## src/rtl/tribus_pkg.sv

```systemverilog
package tribus_pkg;

  localparam int OP_LSB  = 28;
  localparam int RD_LSB  = 24;
  localparam int RA_LSB  = 20;
  localparam int RB_LSB  = 16;
  localparam int SLOT_W  = 4;
  localparam int IMM_W   = 16;

  typedef enum logic [3:0] {
    OP_NOP   = 4'd0,
    OP_ADD   = 4'd1,
    OP_SUB   = 4'd2,
    OP_AND   = 4'd3,
    OP_OR    = 4'd4,
    OP_XOR   = 4'd5,
    OP_PASSA = 4'd6,
    OP_PASSB = 4'd7,
    OP_IMM   = 4'd8
  } opcode_e;

  typedef enum logic [1:0] {
    ST_FETCH   = 2'd0,
    ST_WAIT    = 2'd1,
    ST_LOAD_IR = 2'd2,
    ST_EXEC    = 2'd3
  } step_e;

  typedef enum logic [2:0] {
    ALU_ADD    = 3'd0,
    ALU_SUB    = 3'd1,
    ALU_AND    = 3'd2,
    ALU_OR     = 3'd3,
    ALU_XOR    = 3'd4,
    ALU_PASS_A = 3'd5,
    ALU_PASS_B = 3'd6
  } alu_fn_e;

  typedef enum logic [1:0] {
    BSRC_REG = 2'd0,
    BSRC_PC  = 2'd1,
    BSRC_MDR = 2'd2,
    BSRC_IMM = 2'd3
  } bsrc_e;

  typedef struct packed {
    logic    mar_in;
    logic    read;
    logic    inc_pc;
    logic    mdr_in;
    logic    ir_in;
    logic    rf_we;
    logic    end_step;
    bsrc_e   bsrc;
    alu_fn_e alu_fn;
  } ctrl_t;

endpackage

```

## src/rtl/tribus_regfile.sv

```systemverilog
module tribus_regfile #(
  parameter int DW   = 32,
  parameter int NREG = 8,
  localparam int AW  = $clog2(NREG)
) (
  input  logic          clk,
  input  logic          we,
  input  logic [AW-1:0] waddr,
  input  logic [DW-1:0] wdata,
  input  logic [AW-1:0] raddr_a,
  input  logic [AW-1:0] raddr_b,
  output logic [DW-1:0] rdata_a,
  output logic [DW-1:0] rdata_b
);

  logic [DW-1:0] store [NREG];

  // Single write port; reads see the contents before this edge's write.
  always_ff @(posedge clk) begin
    if (we) store[waddr] <= wdata;
  end

  assign rdata_a = store[raddr_a];
  assign rdata_b = store[raddr_b];

endmodule

```

## src/rtl/tribus_alu.sv

```systemverilog
module tribus_alu
  import tribus_pkg::*;
#(
  parameter int DW = 32
) (
  input  alu_fn_e       fn,
  input  logic [DW-1:0] a,
  input  logic [DW-1:0] b,
  output logic [DW-1:0] y
);

  always_comb begin
    unique case (fn)
      ALU_ADD:    y = a + b;
      ALU_SUB:    y = a - b;
      ALU_AND:    y = a & b;
      ALU_OR:     y = a | b;
      ALU_XOR:    y = a ^ b;
      ALU_PASS_A: y = a;
      ALU_PASS_B: y = b;
      default:    y = b;
    endcase
  end

endmodule

```

## src/rtl/tribus_ctrl.sv

```systemverilog
module tribus_ctrl
  import tribus_pkg::*;
(
  input  logic       clk,
  input  logic       rst,
  input  logic       mem_done,
  input  logic [3:0] opcode,
  input  logic       resv_nz,
  output ctrl_t      ctl
);

  step_e step_q, step_d;

  always_ff @(posedge clk) begin
    if (rst) step_q <= ST_FETCH;
    else     step_q <= step_d;
  end

  always_comb begin
    unique case (step_q)
      ST_FETCH:   step_d = ST_WAIT;
      ST_WAIT:    step_d = mem_done ? ST_LOAD_IR : ST_WAIT;
      ST_LOAD_IR: step_d = ST_EXEC;
      default:    step_d = ST_FETCH;
    endcase
  end

  always_comb begin
    ctl        = '0;
    ctl.bsrc   = BSRC_REG;
    ctl.alu_fn = ALU_PASS_B;
    unique case (step_q)
      ST_FETCH: begin
        ctl.bsrc   = BSRC_PC;
        ctl.mar_in = 1'b1;
        ctl.read   = 1'b1;
        ctl.inc_pc = 1'b1;
      end
      ST_WAIT: begin
        ctl.mdr_in = mem_done;
      end
      ST_LOAD_IR: begin
        ctl.bsrc  = BSRC_MDR;
        ctl.ir_in = 1'b1;
      end
      default: begin
        ctl.end_step = 1'b1;
        ctl.rf_we    = !resv_nz;
        unique case (opcode_e'(opcode))
          OP_ADD:   ctl.alu_fn = ALU_ADD;
          OP_SUB:   ctl.alu_fn = ALU_SUB;
          OP_AND:   ctl.alu_fn = ALU_AND;
          OP_OR:    ctl.alu_fn = ALU_OR;
          OP_XOR:   ctl.alu_fn = ALU_XOR;
          OP_PASSA: ctl.alu_fn = ALU_PASS_A;
          OP_PASSB: ctl.alu_fn = ALU_PASS_B;
          OP_IMM: begin
            ctl.alu_fn = ALU_PASS_B;
            ctl.bsrc   = BSRC_IMM;
          end
          default:  ctl.rf_we = 1'b0;
        endcase
      end
    endcase
  end

endmodule

```

## src/rtl/tribus_cpu.sv

```systemverilog
module tribus_cpu
  import tribus_pkg::*;
#(
  parameter int DATA_W   = 32,
  parameter int NREG     = 8,
  parameter int RESET_PC = 0,
  parameter int PC_STEP  = 4
) (
  input  logic                    clk,
  input  logic                    rst,
  input  logic [DATA_W-1:0]       mem_rdata,
  input  logic                    mem_done,
  output logic [DATA_W-1:0]       mem_addr,
  output logic                    mem_rd,
  output logic [DATA_W-1:0]       pc_out,
  output logic                    wb_valid,
  output logic [$clog2(NREG)-1:0] wb_reg,
  output logic [DATA_W-1:0]       wb_data,
  output logic                    instr_end
);

  localparam int AW = $clog2(NREG);

  logic [DATA_W-1:0] pc_q, mar_q, mdr_q, ir_q;
  logic              rd_q;
  logic [DATA_W-1:0] bus_a, bus_b, bus_c, rf_b, imm_ext;
  logic [AW-1:0]     dst_idx, src_a_idx, src_b_idx;
  logic              resv_nz;
  ctrl_t             ctl;

  assign dst_idx   = ir_q[RD_LSB +: AW];
  assign src_a_idx = ir_q[RA_LSB +: AW];
  assign src_b_idx = ir_q[RB_LSB +: AW];
  assign imm_ext   = {{(DATA_W-IMM_W){ir_q[IMM_W-1]}}, ir_q[IMM_W-1:0]};

  // Bits of each register slot above the index width are reserved.
  generate
    if (AW < SLOT_W) begin : g_resv
      assign resv_nz = |{ir_q[RD_LSB+AW +: SLOT_W-AW],
                         ir_q[RA_LSB+AW +: SLOT_W-AW],
                         ir_q[RB_LSB+AW +: SLOT_W-AW]};
    end else begin : g_no_resv
      assign resv_nz = 1'b0;
    end
  endgenerate

  tribus_ctrl u_ctrl (
    .clk      (clk),
    .rst      (rst),
    .mem_done (mem_done),
    .opcode   (ir_q[OP_LSB +: 4]),
    .resv_nz  (resv_nz),
    .ctl      (ctl)
  );

  tribus_regfile #(.DW(DATA_W), .NREG(NREG)) u_rf (
    .clk     (clk),
    .we      (ctl.rf_we),
    .waddr   (dst_idx),
    .wdata   (bus_c),
    .raddr_a (src_a_idx),
    .raddr_b (src_b_idx),
    .rdata_a (bus_a),
    .rdata_b (rf_b)
  );

  always_comb begin
    unique case (ctl.bsrc)
      BSRC_PC:  bus_b = pc_q;
      BSRC_MDR: bus_b = mdr_q;
      BSRC_IMM: bus_b = imm_ext;
      default:  bus_b = rf_b;
    endcase
  end

  tribus_alu #(.DW(DATA_W)) u_alu (
    .fn (ctl.alu_fn),
    .a  (bus_a),
    .b  (bus_b),
    .y  (bus_c)
  );

  always_ff @(posedge clk) begin
    if (rst) begin
      pc_q      <= DATA_W'(RESET_PC);
      mar_q     <= '0;
      mdr_q     <= '0;
      ir_q      <= '0;
      rd_q      <= 1'b0;
      wb_valid  <= 1'b0;
      wb_reg    <= '0;
      wb_data   <= '0;
      instr_end <= 1'b0;
    end else begin
      if (ctl.inc_pc) pc_q  <= pc_q + DATA_W'(PC_STEP);
      if (ctl.mar_in) mar_q <= bus_c;
      if (ctl.mdr_in) mdr_q <= mem_rdata;
      if (ctl.ir_in)  ir_q  <= bus_c;
      if (ctl.read)        rd_q <= 1'b1;
      else if (ctl.mdr_in) rd_q <= 1'b0;
      wb_valid  <= ctl.rf_we;
      wb_reg    <= dst_idx;
      wb_data   <= bus_c;
      instr_end <= ctl.end_step;
    end
  end

  assign mem_addr = mar_q;
  assign mem_rd   = rd_q;
  assign pc_out   = pc_q;

endmodule

```

## config.mk

```make
export PLATFORM = sky130hd
export DESIGN_NAME = tribus_cpu
export DESIGN_NICKNAME = d
export VERILOG_FILES = /design/src/rtl/tribus_pkg.sv /design/src/rtl/tribus_regfile.sv /design/src/rtl/tribus_alu.sv /design/src/rtl/tribus_ctrl.sv /design/src/rtl/tribus_cpu.sv
export SDC_FILE = /design/constraint.sdc
export NUM_CORES = 1
export LEC_CHECK = 0
export BUFFER_PORTS_ARGS = -buffer_cell sky130_fd_sc_hd__buf_2
export CAP_MARGIN = 10
export CORE_MARGIN = 2
export CORE_UTILIZATION = 50
export CTS_CLUSTER_SIZE = 20
export DETAILED_ROUTE_END_ITERATION = 10
export GPL_TIMING_DRIVEN = 0
export PLACE_DENSITY = 0.68
export REMOVE_ABC_BUFFERS = 1
export SYNTH_ARGS = -nofsm -noshare
export SYNTH_HDL_FRONTEND = slang
export SYNTH_SLANG_ARGS = --single-unit
```

## constraint.sdc

```tcl
create_clock -name clk -period 10.1 [get_ports clk]
set_clock_uncertainty 0.2 [all_clocks]
set_input_delay 1.01 -clock clk [delete_from_list [all_inputs] [get_ports clk]]
set_output_delay 1.01 -clock clk [all_outputs]
set_load 0.05 [all_outputs]
```

### After elaboration in Yosys (flattened, before gate mapping)

Memories as Yosys holds them, arrays and structs flattened. A register that Yosys moved wholly into a read port is not among the register bits.
Cells that the tools add are included.

| word-level totals | value |
|---|---|
| memories | 1 |
| bits in writable memories | 256 |
| output and inout bits | 102 |
| input port bits | 35 |
| register bits after elaboration | 168 |

Memories:

| memory | words | bits a word | read ports | clocked after Yosys merged registers in | write ports | RTL line | source |
|---|---|---|---|---|---|---|---|
| u_rf.store | 8 | 32 | 2 | 2 | 1 | tribus_regfile.sv:16 | `logic [DW-1:0] store [NREG];` |

| operators by class | value |
|---|---|
| eq/ne operators | 18 |
| $add $sub $neg | 3 |
| bitwise operators | 3 |
| reductions and logical operators | 7 |
| muxes and demuxes | 21 |

Operators by type and width:

| operator | count |
|---|---|
| $pmux 32 s6 | 1 |
| $pmux 32 s3 | 1 |
| $add 32x3->32 const B | 1 |
| $add 32x32->32 | 1 |
| $and 32x32->32 | 1 |
| $or 32x32->32 | 1 |
| $sub 32x32->32 | 1 |
| $xor 32x32->32 | 1 |
| $mux 3 | 6 |
| $pmux 3 s6 | 1 |
| $eq 4x3->1 const B | 4 |
| $pmux 2 s3 | 2 |
| $eq 4x2->1 const B | 2 |
| $reduce_or 8->1 | 1 |
| $mux 1 | 7 |
| $eq 2x2->1 const B | 3 |
| $eq 3x2->1 const B | 2 |
| $eq 3x3->1 const B | 2 |
| $mux 2 | 3 |
| $reduce_or 3->1 | 2 |
| $eq 2x1->1 const B | 2 |
| $eq 4x1->1 const B | 1 |
| $eq 4x4->1 const B | 1 |
| $eq 3x1->1 const B | 1 |
| 4 further kinds | 4 |

### Depth between registers and ports, before layout

Gate-level depths: netlist (run 1).

| depth | value |
|---|---|
| depth after elaboration | 9 |
| gate-level depth with buffers | 25 |

### Modules after synthesis

A second synthesis (run 1) with hierarchy kept.

| unflattened totals | value |
|---|---|
| cells, all modules | 1854 |
| area total of the unflattened synthesis | 23532.6 µm² |

Modules (own cells, without submodules):

| module | sequential area each (µm²) | area each (µm²) | times used | cells each |
|---|---|---|---|---|
| tribus_regfile | 7687.4 | 11898.9 | 1 | 497 |
| tribus_cpu | 3283.1 | 6585.1 | 1 | 612 |
| tribus_alu | 0.0 | 4852.2 | 1 | 718 |
| tribus_ctrl | 40.0 | 196.4 | 1 | 27 |

### Least setup slack after synthesis (run 1)

No wires, ideal clock.

| path | value |
|---|---|
| path type | register to register |
| start point | reg (tool-made name) |
| end point | mem u_rf.store[0][28], data pin |
| stages on the path, launching flop included | 20 |
| arrival time | 5059 ps |
| library setup time | 285 ps |
| slack | 4556 ps |
| buffers on the path | 2 |
| clock period less this slack | 5544 ps |
| path through | dfxtp_1 -> clkbuf_1 -> clkbuf_1 -> mux4_2 -> mux2i_1 -> a2bb2oi_1 -> nand4_1 -> or3_1 -> o21ai_0 -> xnor2_1 -> ha_1 -> nand2_1 -> nor2_1 -> nand2_1 -> o221a_2 -> o31a_1 -> o311a_1 -> nor3_1 -> mux2i_1 -> o32a_1 |

RTL lines:

| element | RTL line |
|---|---|
| to (decl) | tribus_regfile.sv:16 |

### Final worst setup path (run 1)

| path | value |
|---|---|
| start point | reg ir_q[29] |
| end point | reg wb_data[27] |

| between the ends | value |
|---|---|
| cells in the longest elaborated chain, start to end | 7 |

Ends and longest elaborated chain:

| element | RTL line | source |
|---|---|---|
| from (decl) | tribus_cpu.sv:24 | `logic [DATA_W-1:0] pc_q, mar_q, mdr_q, ir_q;` |
| from (signal assigned) | tribus_cpu.sv:98 | `if (ctl.ir_in) ir_q <= bus_c;` |
| $eq 4x4->1 | tribus_ctrl.sv:49 | `unique case (opcode_e'(opcode))` |
| $mux 2 | tribus_ctrl.sv:49 |  |
| $pmux 2 s3 | tribus_ctrl.sv:32 | `unique case (step_q)` |
| $eq 2x2->1 or $eq 2x1->1 (tied branches) | tribus_cpu.sv:68 | `unique case (ctl.bsrc)` |
| $pmux 32 s3 | tribus_cpu.sv:68 |  |
| $sub 32x32->32, or another cell as far along | tribus_alu.sv:15 | `ALU_SUB: y = a - b;` |
| $pmux 32 s6 * | tribus_alu.sv:13 | `unique case (fn)` |
| via bus_c[27] | tribus_cpu.sv:26 | `logic [DATA_W-1:0] bus_a, bus_b, bus_c, rf_b, imm_ext;` |
| to (signal assigned) | tribus_cpu.sv:103 | `wb_data <= bus_c;` |
| to (decl) | tribus_cpu.sv:18 | `output logic [DATA_W-1:0] wb_data,` |

The timed path passes the listed nets; every way through them passes the cells marked *.
A chain may end at the register's enable or synchronous reset.

==> results.py, run 1 <==
metrics = {
    "job": {
        "drv_cap": 0,
    },
    "finish": {
        "fin_area_sq_mm": 0.0257,
        "antennaDiodeCount": 0,
        "fillers": 3555,
        "nets": 2146,
        "drive_gt1_share_pct": 20.3,
        "top_register": "u_rf.store",
        "largest_reg_flops": 256,
        "areaGrowthSynthToFinish_pct": 14.2,
    },
    "die": {
        "core_region_area_sq_mm": 0.0443,
        "io_pins": 137,
        "dieArea_sq_mm": 0.0467,
        "die_x_um": 216,
        "die_y_um": 216,
        "fp-row-count": 77,
        "initial_core_util_pct": 50.7,
    },
    "timing": {
        "tightest_slew_ps": 1240,
        "hold_viol": 0,
        "timing.fmax_ghz": 0.129,
        "maxSlewHeadroom_pct": 17.4,
        "maxSlewViolCount": 0,
        "rsz0062_at_grt": "false",
        "setup_viol": 0,
        "finalCritPeriodShare_pct": 77.0,
        "period_needed_ps": 7780,
        "final.setup.worst_slack_ps": 2320,
    },
    "global_route": {
        "grt_max_degree": 122,
        "antenna_found_initial": 0,
        "grt_pass1_vias": 16190,
        "track_usage_pct": 26.7,
        "grt-ovfl-total": 0,
        "grt_pass1_wl_um": 95400,
    },
    "drt": {
        "wl_met3_um": 5990,
        "drc_errors": 0,
        "firstDrtPassIters": 8,
        "viasPerCell": 6.15,
        "top_layer": "met4",
        "routedWlPerCell_um": 23.6,
        "drt_iter0_drc": 1580,
        "vias": 16246,
        "wirelength_met1_um": 25900,
        "totalWireLength_um": 62400,
        "ant_nets": 0,
        "wl_met2_um": 28600,
    },
    "synth": {
        "yosys_warnings": 0,
        "synth-seq-area-share_pct": 49.5,
        "synth_edf_count": 256,
        "ys_ff_latch": 428,
        "synth-main-ff-cell": "edfxtp_1",
        "synthCells": 1917,
        "syn_area_sq_mm": 0.0225,
        "async_reset_ff_share_pct": 0,
        "postSynthAreaPerCell_sq_um": 11.7,
        "ys_types": 72,
    },
    "critical_path": {
        "required_ps": 10390,
        "cp-end-kind": "flop",
        "cpLargestDelayFamily": "simple AND/OR/NAND/NOR gates",
        "start_kind": "flop",
        "cp_max_fo": 23,
        "cp.arrival_ps": 8060,
        "timing.critical_path.buf_inv": 0,
        "crit_type": "flop to flop",
        "critPathSlowestCell": "a21bo_2",
        "crit_chain": "nor4b_4 > a21bo_2 > nor2_1 > a221oi_2 > nand4_1 > nor4_4 > a31oi_1 > xnor2_1 > ha_1 > nand3_1 > nor2_1 > nand3_1 > a211oi_1 > o21a_1 > a311o_1 > xor2_1 > nand2_1 > a22oi_1 > nor2b_1",
        "cpPeakStageDelay_ps": 890,
    },
    "clock_tree": {
        "ctsResizeCount": 0,
        "hold_buffers": 0,
        "post_cts_buffers": 0,
        "clk_latency_ps": 590,
        "cts_buffer_depth": 3,
        "h-tree-depth": 2,
        "clockRootBuffer": "clkbuf_16",
        "cts_buffers": 46,
        "clkTransAtPathRegs_ps": 60,
        "clock-sinks": 428,
        "cts_tree": "done",
    },
    "power_and_ir_drop": {
        "p_leak_nw": 9.26,
        "power.total_mw": 3.96,
        "pwr_density_cell_mw_per_mm2": 154,
        "peakVddDrop_v": 0.000103,
    },
    "place": {
        "place_congestion": 0.890,
        "port_buffers": 134,
        "place_area_sq_mm": 0.0242,
        "pre_cts_ws_ps": 2570,
        "dp_hpwl_um": 41200,
    },
    "status": {
        "status": "finished, final reports clean",
    },
    "worst_hold_path": {
        "hold_path_class": "flop to flop",
    },
}
final timing paths:
path         slack (ps)  depth (start not counted)  startpoint          end
max                2320                         19    ir_q[29]  wb_data[27]
min                 240                          2    ir_q[17]         flop
min reg2reg         240                          2    ir_q[17]         flop
max reg2reg        2320                         19    ir_q[29]  wb_data[27]
synthesized netlist by cell type, drive strengths merged, types with 6 or more instances:
library cell / number / share of area, %
edfxtp: 256 / 34
nand2: 214 / 3.6
dfxtp: 172 / 15
a21oi: 147 / 3.3
nor2: 137 / 2.3
mux4: 124 / 12
mux2i: 105 / 4.7
ha: 98 / 5.5
inv: 88 / 1.5
clkbuf: 80 / 1.3
o21ai: 58 / 1.3
xnor2: 46 / 1.8
buf: 44 / 0.97
xor2: 35 / 1.4
nor2b: 32 / 0.89
a221oi: 31 / 1.2
nand3: 23 / 0.51
o221ai: 23 / 0.90
nor3: 20 / 0.50
a21o: 17 / 0.57
a211oi: 15 / 0.50
and3: 13 / 0.36
nand4: 12 / 0.33
mux2: 11 / 0.57
nand2b: 10 / 0.28
o22ai: 10 / 0.28
a31oi: 9 / 0.25
and2: 7 / 0.19
o21a: 7 / 0.23
nor3b: 6 / 0.20
per-stage QoR:
| stage | setup TNS [ps] | hold WS [ps] | utilization, % | cells |
|---|---|---|---|---|
| 2_1_floorplan | 0 | 226 | - | 1794 |
| 3_3_place_gp | -2360 | 237 | 52.7 | 2520 |
| 3_5_place_dp | 0 | 242 | 54.5 | 2556 |
| 4_1_cts | 0 | 245 | 57.9 | 2641 |
| 5_1_grt | 0 | 267 | 57.9 | 2641 |
| 6_report | 0 | 243 | 57.9 | 2641 |
worst register-to-register path, stage by stage (launching register included):
cell and delay, ps:
dfxtp_1 470, nor4b_4 880, a21bo_2 890, nor2_1 150, a221oi_2 480, nand4_1 500
nor4_4 620, a31oi_1 210, xnor2_1 180, ha_1 390, nand3_1 210, nor2_1 230
nand3_1 140, a211oi_1 500, o21a_1 290, a311o_1 250, xor2_1 180, nand2_1 80
a22oi_1 490, nor2b_1 320
cell usage in the layout (no fill, tap or decap), types with 8 or more instances in the layout:
| master | count |
|---|---|
| clkinvlp_4 | 8 |
| nand3_1 | 23 |
| xnor2_1 | 46 |
| a221oi_1 | 30 |
| a21o_1 | 17 |
| nor2b_1 | 31 |
| and3_1 | 12 |
| xor2_1 | 35 |
| o21ai_0 | 58 |
| mux2i_1 | 105 |
| edfxtp_1 | 256 |
| nor3_1 | 17 |
| mux2_2 | 10 |
| a21oi_1 | 147 |
| nand4_1 | 12 |
| nand2b_1 | 9 |
| ha_1 | 98 |
| a31oi_1 | 9 |
| dfxtp_1 | 164 |
| buf_6 | 11 |
| a211oi_1 | 15 |
| mux4_2 | 120 |
| nor2_4 | 8 |
| o221ai_1 | 23 |
| nor2_1 | 127 |
| buf_2 | 133 |
| o22ai_1 | 10 |
| clkbuf_1 | 8 |
| inv_1 | 88 |
| buf_12 | 14 |
| nand2_1 | 213 |
| clkbuf_16 | 47 |
where the power goes:
part	total (mW)	switching [mW]	internal (mW)	leakage (nW)
clock network	1.68	0.714	0.964	0.709
registers	1.89	0.0186	1.87	3.74
logic	0.390	0.259	0.131	4.81
total	3.96	0.992	2.97	9.26
layout make-up:
type / instances / area, sq um / area share (%)
Clock buffer: 59 / 1260 / 4.91
Timing Repair Buffer: 170 / 1340 / 5.21
Inverter: 88 / 330 / 1.29
Multi-Input combinational cell: 1278 / 10600 / 41.3
Clock inverter: 26 / 238 / 0.926
Tap cell: 592 / 741 / 2.89
Sequential cell: 428 / 11200 / 43.5
metal layers:
layer | track usage (%) | vias up
met4 | 9.34 | 0
met5 | 0 | -
li1 | - | 7325
met1 | 36.2 | 8036
met2 | 42.9 | 750
met3 | 5.61 | 135
cell families after synthesis:
family | share of synthesized area, %
adders and majority gates | 5.54
DFF | 49.5
other | 0.0167
AOI/OAI and AO/OA | 10.3
buffers and inverters | 3.79
muxes | 17.7
and+or+nand+nor | 9.91
xor gates and xnor gates | 3.16
(Power assumes the default switching activity.)
==> run 2: changes to the inputs <==
==> constraint.sdc (replaced) <==
create_clock -name clk -period 7.9 [get_ports clk]
set_clock_uncertainty 0.2 [all_clocks]
set_input_delay 0.79 -clock clk [delete_from_list [all_inputs] [get_ports clk]]
set_output_delay 0.79 -clock clk [all_outputs]
set_load 0.05 [all_outputs]
==> results.py, run 2 (same netlist as run 1, synthesis figures left out) <==
metrics = {
    "status": {
        "status": "finished, final reports clean",
    },
    "finish": {
        "largest_reg_flops": 256,
        "antennaDiodeCount": 0,
        "final_common_cell": "edfxtp_1",
        "most-common-layout-cells": "256 x edfxtp_1, 213 x nand2_1, 164 x dfxtp_1, 147 x a21oi_1, 133 x buf_2",
        "fin_area_sq_mm": 0.0257,
        "utilization_pct": 57.9,
        "final_cells": 2641,
        "areaGrowthSynthToFinish_pct": 14.2,
        "drive_gt1_share_pct": 20.3,
        "fillers": 3554,
        "top_register": "u_rf.store",
        "nets": 2146,
    },
    "timing": {
        "whs_ps": 238,
        "finalCritPeriodShare_pct": 95.0,
        "final.setup.worst_slack_ps": 397,
        "rsz0062_at_grt": "false",
        "setup_viol": 0,
        "maxSlewHeadroom_pct": 16.6,
        "maxSlewViolCount": 0,
        "setup_tns_ps": 0,
        "hold_viol": 0,
        "timing.fmax_ghz": 0.133,
        "tightest_slew_ps": 1250,
        "period_needed_ps": 7500,
    },
    "drt": {
        "viasPerCell": 6.17,
        "ant_nets": 0,
        "firstDrtPassIters": 6,
        "routedWlPerCell_um": 23.6,
        "drc_errors": 0,
        "totalWireLength_um": 62400,
        "vias": 16298,
        "drt_iter0_drc": 1573,
    },
    "place": {
        "placed_cells": 2556,
        "place_congestion": 0.890,
        "dp_hpwl_um": 41200,
        "pre_cts_ws_ps": 367,
        "port_buffers": 134,
        "place_area_sq_mm": 0.0242,
    },
    "global_route": {
        "antenna_found_initial": 0,
        "grt_pass1_wl_um": 95400,
        "grt_pass1_vias": 16190,
        "grt-ovfl-total": 0,
        "met1_usage_pct": 36.2,
        "use_met3_pct": 5.61,
        "track_usage_pct": 26.7,
        "met2_usage_pct": 42.9,
        "busiest_layer": "met2",
        "grt_max_degree": 122,
    },
    "critical_path": {
        "cpPeakStageDelay_ps": 890,
        "crit_chain": "nor4b_4 > a21bo_4 > a2bb2oi_1 > nand4_1 > nor4_4 > a31oi_1 > xnor2_1 > ha_1 > nand3_1 > nor2_1 > nand3_1 > a211oi_1 > o21a_1 > a311o_1 > xor2_1 > nand2_1 > a22oi_1 > nor2b_1",
        "reg2regPathDepth": 18,
        "r2r_slack_ps": 400,
        "timing.rr.end": "wb_data[27]",
        "cp-end-kind": "flop",
        "cp_common_cell": "nand3_1",
        "r2r-start": "ir_q[29]",
        "cp_max_fo": 23,
        "start_kind": "flop",
        "required_ps": 8190,
        "crit_type": "flop to flop",
        "cp.arrival_ps": 7790,
        "critPathSlowestCell": "nor4b_4",
    },
    "power_and_ir_drop": {
        "p_switching_mw": 1.27,
        "power.total_mw": 5.06,
        "p_leak_nw": 9.27,
        "peakVddDrop_v": 0.000132,
        "combPwrFrac_pct": 9.9,
        "p_sw_share_pct": 25.0,
        "p_int_mw": 3.79,
        "p_clk_share_pct": 42.4,
        "seq_power_share_pct": 47.7,
        "pwr_density_cell_mw_per_mm2": 197,
    },
    "worst_hold_path": {
        "hold_end": "mdr_q[29]",
        "hold_path_class": "input pin to flop",
        "hold_start": "mem_rdata[29]",
        "hold_depth": 3,
    },
    "die": {
        "core_region_area_sq_mm": 0.0443,
        "fp-row-count": 77,
        "die_y_um": 216,
        "dieArea_sq_mm": 0.0467,
        "io_pins": 137,
        "initial_core_util_pct": 50.7,
        "die_x_um": 216,
    },
    "clock_tree": {
        "cts_tree": "done",
        "hold_buffers": 0,
        "clkTransAtPathRegs_ps": 60,
        "clock-sinks": 428,
        "clockRootBuffer": "clkbuf_16",
        "cts_buffers": 46,
        "clk_latency_ps": 590,
        "h-tree-depth": 2,
        "cts_buffer_depth": 3,
    },
    "job": {
        "drv_cap": 0,
    },
}
==> run 2: cell counts in the layout (fill, tap and decap cells not counted) <==
Identical to the previous run, type by type.
==> run 2: final cells by class <==
| type | count | area [sq um] | area share (%) |
|---|---|---|---|
| clock buffer | 59 | 1260 | 4.91 |
| tap | 592 | 741 | 2.89 |
| multi-input combinational | 1278 | 10600 | 41.3 |
| clock inverter | 26 | 238 | 0.926 |
| inverter | 88 | 330 | 1.29 |
| timing repair buffer | 170 | 1340 | 5.21 |
| sequential | 428 | 11200 | 43.4 |
==> run 2: power by group through the flow <==
stage / clock (mW) / combinational (mW) / sequential (mW)
after floorplan: 0 / 0.287 / 2.51
after global placement: 0 / 0.461 / 2.48
after detailed placement: 0 / 0.491 / 2.46
after CTS: 2.17 / 0.495 / 2.41
after global routing: 2.26 / 0.544 / 2.42
final: 2.14 / 0.499 / 2.41
==> run 2: how the worst max path moves through the flow <==
stage / from / to / slack (ps) / depth (start not counted)
2_1_floorplan: flop / u_rf.store[0][28] / 10 / 18
3_3_place_gp: flop / wb_data[27] / -2490 / 18
3_5_place_dp: ir_q[29] / wb_data[27] / 370 / 19
4_1_cts: ir_q[29] / wb_data[27] / 370 / 19
5_1_grt: ir_q[29] / wb_data[27] / 120 / 18
6_report: ir_q[29] / wb_data[27] / 400 / 18
==> run 2: critical path, delay by kind of cell, from the launching register on <==
family | cells | cell delay, ps
AND/OR/NAND/NOR | 8 | 2980
AO/OA/AOI/OAI | 7 | 2980
flip-flops | 1 | 470
adder cells (fa/ha/maj) | 1 | 400
XOR/XNOR | 2 | 360
==> run 2: per-layer routing <==
| layer | routed length [um] | up-vias |
|---|---|---|
| met5 | 0 | - |
| met4 | 1920 | 0 |
| met3 | 5740 | 135 |
| met2 | 28700 | 742 |
| met1 | 26100 | 8104 |
| li1 | - | 7317 |
==> run 2: what timing repair did <==
action	4_1_cts	5_1_grt
setup buffers	0	0
resized for setup	0	1
setup endpoints to repair	0	11
